==> src/rtl/chal_wdog_pkg.sv <==
package chal_wdog_pkg;

    localparam int CW = 8;

    typedef enum logic [0:0] {
        PH_SHUT = 1'b0,
        PH_OPEN = 1'b1
    } phase_t;

    // One step of the challenge generator: shift left, chained XNOR feedback.
    function automatic logic [CW-1:0] lfsr_step(input logic [CW-1:0] v);
        logic g;
        g = ~(v[7] ^ v[5]);
        g = ~(v[4] ^ g);
        g = ~(v[3] ^ g);
        return {v[CW-2:0], g};
    endfunction

    // Arithmetic transform that the host must apply to the challenge.
    function automatic logic [CW-1:0] answer_of(input logic [CW-1:0] v);
        logic [31:0] acc;
        acc = {24'd0, v} * 32'd4;
        acc = acc + 32'd6;
        acc = acc - 32'd4;
        acc = ~acc;
        acc = acc & 32'h0000_FFFF;
        acc = acc / 32'd4;
        return acc[CW-1:0];
    endfunction

endpackage

==> src/rtl/cw_challenge.sv <==
module cw_challenge
    import chal_wdog_pkg::*;
#(
    parameter logic [CW-1:0] INIT_SEED = 8'h5A
) (
    input  logic          clk,
    input  logic          rst_n,
    input  logic          load,
    input  logic [CW-1:0] load_val,
    input  logic          step,
    output logic [CW-1:0] q
);

    always_ff @(posedge clk or negedge rst_n) begin
        if (!rst_n)
            q <= INIT_SEED;
        else if (load)
            q <= load_val;
        else if (step)
            q <= lfsr_step(q);
    end


    hold_without_cause_chk: assert property (@(posedge clk) disable iff (!rst_n)
        (!load && !step) |=> $stable(q));


    seed_priority_chk: assert property (@(posedge clk) disable iff (!rst_n)
        load |=> (q == $past(load_val)));

endmodule

==> src/rtl/cw_window.sv <==
module cw_window
    import chal_wdog_pkg::*;
#(
    parameter int PW          = 8,
    parameter int INIT_PERIOD = 8
) (
    input  logic          clk,
    input  logic          rst_n,
    input  logic [PW-1:0] cfg_period,
    input  logic          kick,
    output logic          is_open,
    output logic          expire
);

    localparam logic [PW-1:0] MIN_P  = PW'(2);
    localparam logic [PW-1:0] INIT_P = (INIT_PERIOD < 2) ? MIN_P : PW'(INIT_PERIOD);

    function automatic logic [PW-1:0] clamp_p(input logic [PW-1:0] c);
        return (c < MIN_P) ? MIN_P : c;
    endfunction

    phase_t        ph, ph_nxt;
    logic [PW-1:0] cnt, cnt_nxt;
    logic [PW-1:0] per_q;
    logic [PW-1:0] half;
    logic          restart;

    assign half    = per_q >> 1;
    assign expire  = (ph == PH_OPEN) && (cnt == per_q - 1'b1) && !kick;
    assign restart = kick | expire;

    // next-state logic
    always_comb begin
        ph_nxt  = ph;
        cnt_nxt = cnt + 1'b1;
        if (restart) begin
            ph_nxt  = PH_SHUT;
            cnt_nxt = '0;
        end else begin
            unique case (ph)
                PH_SHUT: if (cnt + 1'b1 == half) ph_nxt = PH_OPEN;
                PH_OPEN: ph_nxt = PH_OPEN;
            endcase
        end
    end

    // state register
    always_ff @(posedge clk or negedge rst_n) begin
        if (!rst_n) begin
            ph    <= PH_SHUT;
            cnt   <= '0;
            per_q <= INIT_P;
        end else begin
            ph  <= ph_nxt;
            cnt <= cnt_nxt;
            if (restart)
                per_q <= clamp_p(cfg_period);
        end
    end

    // outputs
    always_comb begin
        unique case (ph)
            PH_SHUT: is_open = 1'b0;
            PH_OPEN: is_open = 1'b1;
        endcase
    end


    cnt_in_range_chk: assert property (@(posedge clk) disable iff (!rst_n)
        cnt < per_q);


    restart_closes_chk: assert property (@(posedge clk) disable iff (!rst_n)
        restart |=> !is_open);

endmodule

==> src/rtl/cw_verdict.sv <==
module cw_verdict
    import chal_wdog_pkg::*;
(
    input  logic          clk,
    input  logic          rst_n,
    input  logic          ans_we,
    input  logic [CW-1:0] ans_val,
    input  logic [CW-1:0] expect_val,
    input  logic          is_open,
    input  logic          expire,
    output logic          step,
    output logic          good_q,
    output logic          bad_q,
    output logic          to_q
);

    logic match;

    assign match = (ans_val == expect_val);
    assign step  = ans_we && is_open && match;

    always_ff @(posedge clk or negedge rst_n) begin
        if (!rst_n) begin
            good_q <= 1'b0;
            bad_q  <= 1'b0;
            to_q   <= 1'b0;
        end else begin
            good_q <= step;
            bad_q  <= (ans_we && !step) || expire;
            to_q   <= expire;
        end
    end


    pulse_excl_chk: assert property (@(posedge clk) disable iff (!rst_n)
        !(good_q && bad_q));


    timeout_is_bad_chk: assert property (@(posedge clk) disable iff (!rst_n)
        to_q |-> bad_q);


    good_needs_open_chk: assert property (@(posedge clk) disable iff (!rst_n)
        good_q |-> $past(is_open && ans_we));


    closed_write_bad_chk: assert property (@(posedge clk) disable iff (!rst_n)
        (ans_we && !is_open) |=> bad_q);

endmodule

==> src/rtl/chal_wdog.sv <==
module chal_wdog
    import chal_wdog_pkg::*;
#(
    parameter int             PW          = 8,
    parameter int             INIT_PERIOD = 8,
    parameter logic [CW-1:0]  INIT_SEED   = 8'h5A
) (
    input  logic          clk,
    input  logic          rst_n,
    input  logic [PW-1:0] cfg_period,
    input  logic          seed_we,
    input  logic [7:0]    seed_val,
    input  logic          ans_we,
    input  logic [7:0]    ans_val,
    output logic [7:0]    challenge,
    output logic          window_open,
    output logic          good_pulse,
    output logic          bad_pulse,
    output logic          timeout_pulse
);

    logic          step;
    logic          expire;
    logic [CW-1:0] expect_val;

    assign expect_val = answer_of(challenge);

    cw_challenge #(.INIT_SEED(INIT_SEED)) i_chal (
        .clk      (clk),
        .rst_n    (rst_n),
        .load     (seed_we),
        .load_val (seed_val),
        .step     (step),
        .q        (challenge)
    );

    cw_window #(.PW(PW), .INIT_PERIOD(INIT_PERIOD)) i_win (
        .clk        (clk),
        .rst_n      (rst_n),
        .cfg_period (cfg_period),
        .kick       (ans_we),
        .is_open    (window_open),
        .expire     (expire)
    );

    cw_verdict i_verd (
        .clk        (clk),
        .rst_n      (rst_n),
        .ans_we     (ans_we),
        .ans_val    (ans_val),
        .expect_val (expect_val),
        .is_open    (window_open),
        .expire     (expire),
        .step       (step),
        .good_q     (good_pulse),
        .bad_q      (bad_pulse),
        .to_q       (timeout_pulse)
    );

endmodule

==> config.mk <==
export PLATFORM = sky130hd
export DESIGN_NAME = chal_wdog
export DESIGN_NICKNAME = d
export VERILOG_FILES = /design/src/rtl/chal_wdog_pkg.sv /design/src/rtl/cw_challenge.sv /design/src/rtl/cw_window.sv /design/src/rtl/cw_verdict.sv /design/src/rtl/chal_wdog.sv
export SDC_FILE = /design/constraint.sdc
export NUM_CORES = 1
export LEC_CHECK = 0
export BUFFER_PORTS_ARGS = -buffer_cell sky130_fd_sc_hd__buf_2
export CORE_AREA = 2 2 78 80
export CTS_BUF_LIST = sky130_fd_sc_hd__clkbuf_2 sky130_fd_sc_hd__clkbuf_4 sky130_fd_sc_hd__clkbuf_8
export DETAILED_ROUTE_END_ITERATION = 7
export DIE_AREA = 0 0 80 82
export PLACE_DENSITY = 0.51
export SKIP_CTS_REPAIR_TIMING = 1
export SYNTH_ARGS = -nofsm -noshare
export SYNTH_HDL_FRONTEND = slang
export SYNTH_SLANG_ARGS = --single-unit
==> constraint.sdc <==
create_clock -name clk -period 4.2 [get_ports clk]
set_clock_uncertainty 0.05 [all_clocks]
set_input_delay 0.63 -clock clk [delete_from_list [all_inputs] [get_ports clk]]
set_output_delay 0.63 -clock clk [all_outputs]
set_load 0.02 [all_outputs]
[Word level (Yosys, flattened, before mapping)]
Cells that the tools add are included.
Storage, ports and cells
  flip-flop bits (word level): 28
  bits of input ports: 28
  output and inout port bits: 12
  logic and storage cells: 41
Operators by class
  $add $sub $neg: 4
  magnitude comparators: 1
  equal/unequal tests: 3
  mux-type cells: 8
  bitwise logic cells: 9
  reduce and logical (&&, ||, !) cells: 9
Operators by type and width (count)
  $mux W8: 4
  $eq A8 B8 Y1: 2
  $add A10 B3 Y10 const B: 1
  $not A10 Y10: 1
  $sub A10 B3 Y10 const B: 1
  $add A8 B1 Y8 const B: 1
  $eq A8 B7 Y1: 1
  $lt A8 B2 Y1 const B: 1
  $sub A8 B1 Y8 const B: 1
  $logic_and A1 B1 Y1: 5
  $not A1 Y1: 4
  $pmux W1 S2: 2
  $xor A1 B1 Y1: 3
  $logic_not A1 Y1: 2
  $mux W1: 2
  $reduce_bool A2 Y1: 1
  $logic_or A1 B1 Y1: 1
  $or A1 B1 Y1: 1

[Logic depth before layout (Yosys ltp)]
  depth after elaboration: 8
  mapped depth: 10

[Modules after synthesis]
Synthesis repeated with hierarchy kept, for this count alone.
Second synthesis, totals
  cells, all modules: 194
  area, all modules: 1855.5 um^2
By module, submodules not included
  cw_window: times used 1, cells an instance 131, area each 1242.4 um^2, sequential area each 426.7 um^2
  cw_challenge: times used 1, cells an instance 38, area each 399.1 um^2, sequential area each 205.2 um^2
  cw_verdict: times used 1, cells an instance 17, area each 183.9 um^2, sequential area each 75.1 um^2
  chal_wdog: times used 1, cells an instance 8, area each 30.0 um^2, sequential area each 0.0 um^2

[Worst setup path after synthesis]
No wires, ideal clock.
  kind: register to register
  start: register i_win.per_q[0]
  end: register i_win.per_q[2]
  data arrival time: 2.345 ns
  setup slack: 1.677 ns
  cell stages (with the launch flop): 10
  path buffers: 1
  cells stage by stage: dfrtp_1 inv_1 ha_1 clkbuf_1 or4_1 mux2i_1 o21ai_1 a2111oi_4 a21o_4 mux2_1
Between the ends
  word-level cells in the longest chain between the ends: 5
RTL lines
  start, declared: line cw_window.sv:24  | logic [PW-1:0] per_q;
  start signal, assigned: line cw_window.sv:57  | per_q <= clamp_p(cfg_period);
  $sub A8 B1 Y8: line cw_window.sv:29  | assign expire = (ph == PH_OPEN) && (cnt == per_q - 1'b1) && !kick;
  $eq A8 B8 Y1: line cw_window.sv:29
  $logic_and A1 B1 Y1 (2 in a row): line cw_window.sv:29
  $or A1 B1 Y1: line cw_window.sv:30  | assign restart = kick | expire;
No other way between the ends.
A chain may end at the register's enable or synchronous reset.

[Final worst setup path]
Ends and elaborated chain as after synthesis.

==> flow_metrics.py <==
metrics = {
    "timing": {
        "setup_tns_ns": 0,
        "fmax_mhz": 362,
        "slew_headroom_pct": 58.9,
        "setup_slack_ns": 1.43,
        "hold_viol": 0,
        "min_period_ns": 2.77,
        "rsz0062_at_grt": "false",
        "tightestPinTransition_ns": 0.616,
        "min_period_over_period_pct": 65.9,
        "setup_viol": 0,
        "finalMaxSlewViolations": 0,
    },
    "synthesis": {
        "synth_nets": 194,
        "ys_ff_latch": 28,
        "ys_types": 37,
        "synth_largest_area_cell": "dfrtp_1",
        "seq_area_frac_synth_pct": 42.2,
        "ys_warn_count": 0,
        "synth_area_per_cell_um2": 10.2,
        "synth_top_area_share_pct": 34.4,
        "synth_area_leaders": "dfrtp_1 34%, xor2_1 12%, dfstp_2 7.8%",
        "syn-cell-area_um2": 1670,
        "synthCells": 164,
    },
    "final_layout": {
        "final_util_pct": 34.7,
        "mostFrequentLayoutCells": "39 x buf_2, 23 x dfrtp_1, 22 x xor2_1",
        "layout-drive-gt1-share_pct": 26.0,
        "synthToLayoutAreaGrowth_pct": 19.0,
        "final_common_cell": "buf_2",
        "n_antenna_cell": 0,
        "layout.nets": 231,
    },
    "floorplanning": {
        "std_cell_rows": 28,
        "io_pins": 40,
        "initial_core_util_pct": 29.1,
        "die_y_um": 82,
        "fp.dieArea_um2": 6560,
        "core_area_um2": 5750,
        "die_width_um": 80,
    },
    "place": {
        "dpl.hpwl_um": 2810,
        "place_ws_ns": 1.46,
        "portBuffers": 39,
        "place.gp.congestion": 0.766,
    },
    "critical_path": {
        "critPathKind": "register to register",
        "end_kind": "register",
        "worstPathMaxFanout": 15,
        "r2r-end": "i_win.per_q[2]",
        "start_kind": "register",
        "crit_required_ns": 4.32,
        "r2r_slack_ns": 1.43,
        "worst_ep_arrival_time_ns": 2.88,
        "reg2reg_from": "i_win.per_q[0]",
        "reg2reg_depth": 8,
    },
    "clocking": {
        "h-tree-depth": 1,
        "cts_root_buf": "clkbuf_8",
        "cts.sinks": 28,
        "clk_pin_slew_worst_paths_ns": 0.09,
        "cts.path.max_buffers": 2,
        "tritoncts": "yes",
        "clk_latency_ns": 0.28,
        "numCtsBuffers": 3,
    },
    "drt": {
        "routed-via-count": 1292,
        "ant_nets": 0,
        "vias_per_cell": 4.70,
        "wl_um": 3690,
        "drt_first_pass_iters": 4,
        "post-route-drc-count": 0,
        "wl_per_cell_um": 13.4,
        "drt_iter0_markers": 42,
    },
    "status": {
        "status": "complete, no violations",
    },
    "global_route": {
        "grt_pass1_wl_um": 5870,
        "grt_use_total_pct": 11.8,
        "first_global_vias": 1182,
        "grt_max_degree": 29,
        "overflow": 0,
        "antenna_found_initial": 0,
    },
    "power": {
        "p_switching_uw": 181,
        "p_per_area_nw_per_um2": 330,
        "intPower_uw": 477,
        "power_frac_comb_pct": 18.9,
        "seq_power_share_pct": 48.6,
        "pwr-share-clk_pct": 32.4,
        "leakagePower_nw": 0.938,
        "vdd.ir_drop.worst_v": 0.000136,
        "swShare_pct": 27.6,
    },
    "min_path": {
        "hp-class": "input pin to async pin",
    },
    "run": {
        "drv_cap": 0,
    },
}
-- Yosys cell counts --
library cell  instances
a2111oi_4             1
nor3_1                3
o311ai_0              1
mux2i_1              10
a21oi_1               3
and4_1                1
xnor2_1              11
or4_1                 2
ha_1                  2
o211ai_1              1
dfrtp_1              23
xor2_1               22
o21ai_0              11
a21o_4                1
dfstp_2               5
mux2_2                1
clkbuf_2              1
nand2b_1              1
o2111ai_1             1
and4b_1               1
o21ai_1               1
nor4_1                2
and2_1                1
mux2_1                5
nand4_1               1
and3_1                3
nand2_1              11
nand3_1               8
buf_6                 2
nor2_1               14
a221oi_1              1
or3_1                 2
inv_1                 3
a41oi_1               2
o21ba_2               1
clkbuf_1              4
nand3b_1              1
-- flip-flops by register name (all words and copies together), names as in the netlist --
| name | flops |
|---|---|
| i_verd.to_q | 1 |
| i_chal.q | 8 |
| i_verd.good_q | 1 |
| i_win.ph | 1 |
| i_win.cnt | 8 |
| i_verd.bad_q | 1 |
| i_win.per_q | 8 |
-- logic make-up (layout without fill, tap and decap cells) --
family / after synthesis / count (layout) / synth area share, %
DFF: 28 / 28 / 42.2
AOI/OAI and AO/OA: 24 / 24 / 10.7
and+or+nand+nor: 51 / 51 / 15.1
adders and majority gates: 2 / 2 / 1.49
xor gates and xnor gates: 33 / 33 / 17.3
buffers and inverters: 10 / 46 / 3.21
muxes: 16 / 16 / 10.0
-- cell type report --
| class | count | area, µm² |
|---|---|---|
| clock inverters | 1 | 30.0 |
| multi-input cells | 126 | 913 |
| well taps | 75 | 93.8 |
| clock buffers | 3 | 41.3 |
| fillers | 631 | 3750 |
| inverters | 3 | 11.3 |
| repair buffers | 39 | 195 |
| flip-flops and latches | 28 | 707 |
-- power by group through the flow --
stage,Combinational (mW),Sequential [mW],Clock [mW]
floorplan,0.0792,0.325,0
CTS,0.127,0.320,0.222
finish,0.125,0.320,0.214
global placement,0.125,0.325,0
global route,0.140,0.325,0.232
detailed placement,0.126,0.325,0
-- worst max-delay path: stages (launching register included) --
cell	delay, ns
dfrtp_1	0.44
inv_1	0.08
ha_1	0.31
or4_1	0.43
mux2i_1	0.15
o21ai_1	0.12
a2111oi_4	0.43
a21o_4	0.30
mux2_1	0.34
-- through the flow --
step | cells | power, mW | area, µm² | hold WS (ns)
2_1_floorplan | 164 | 0.404 | 1670 | 0.284
3_3_place_gp | 271 | 0.450 | 1920 | 0.499
3_5_place_dp | 271 | 0.452 | 1920 | 0.508
4_1_cts | 275 | 0.669 | 1990 | 0.335
5_1_grt | 275 | 0.697 | 1990 | 0.348
6_report | 275 | 0.658 | 1990 | 0.303
-- metal layers --
layer | track usage, % | wire length [µm] | vias to the layer above
met5 | 0 | 0 | -
met4 | 5.59 | 64 | 0
met3 | 1.43 | 111 | 4
met2 | 17.5 | 1720 | 23
met1 | 17.0 | 1790 | 622
li1 | - | - | 643
-- how the worst max path moves through the flow --
| stage | from | to | slack, ns | depth (start not counted) |
|---|---|---|---|---|
| 6_report | i_win.per_q[0] | i_win.per_q[2] | 1.43 | 8 |
| 2_1_floorplan | i_win.per_q[0] | i_win.per_q[2] | 1.68 | 9 |
| 4_1_cts | i_win.per_q[0] | i_win.per_q[2] | 1.45 | 8 |
| 3_5_place_dp | i_win.per_q[0] | i_win.per_q[2] | 1.46 | 8 |
| 5_1_grt | i_win.per_q[0] | i_win.per_q[7] | 1.25 | 8 |
| 3_3_place_gp | i_win.per_q[0] | i_win.per_q[2] | 1.51 | 8 |
(Power assumes the default switching activity.)
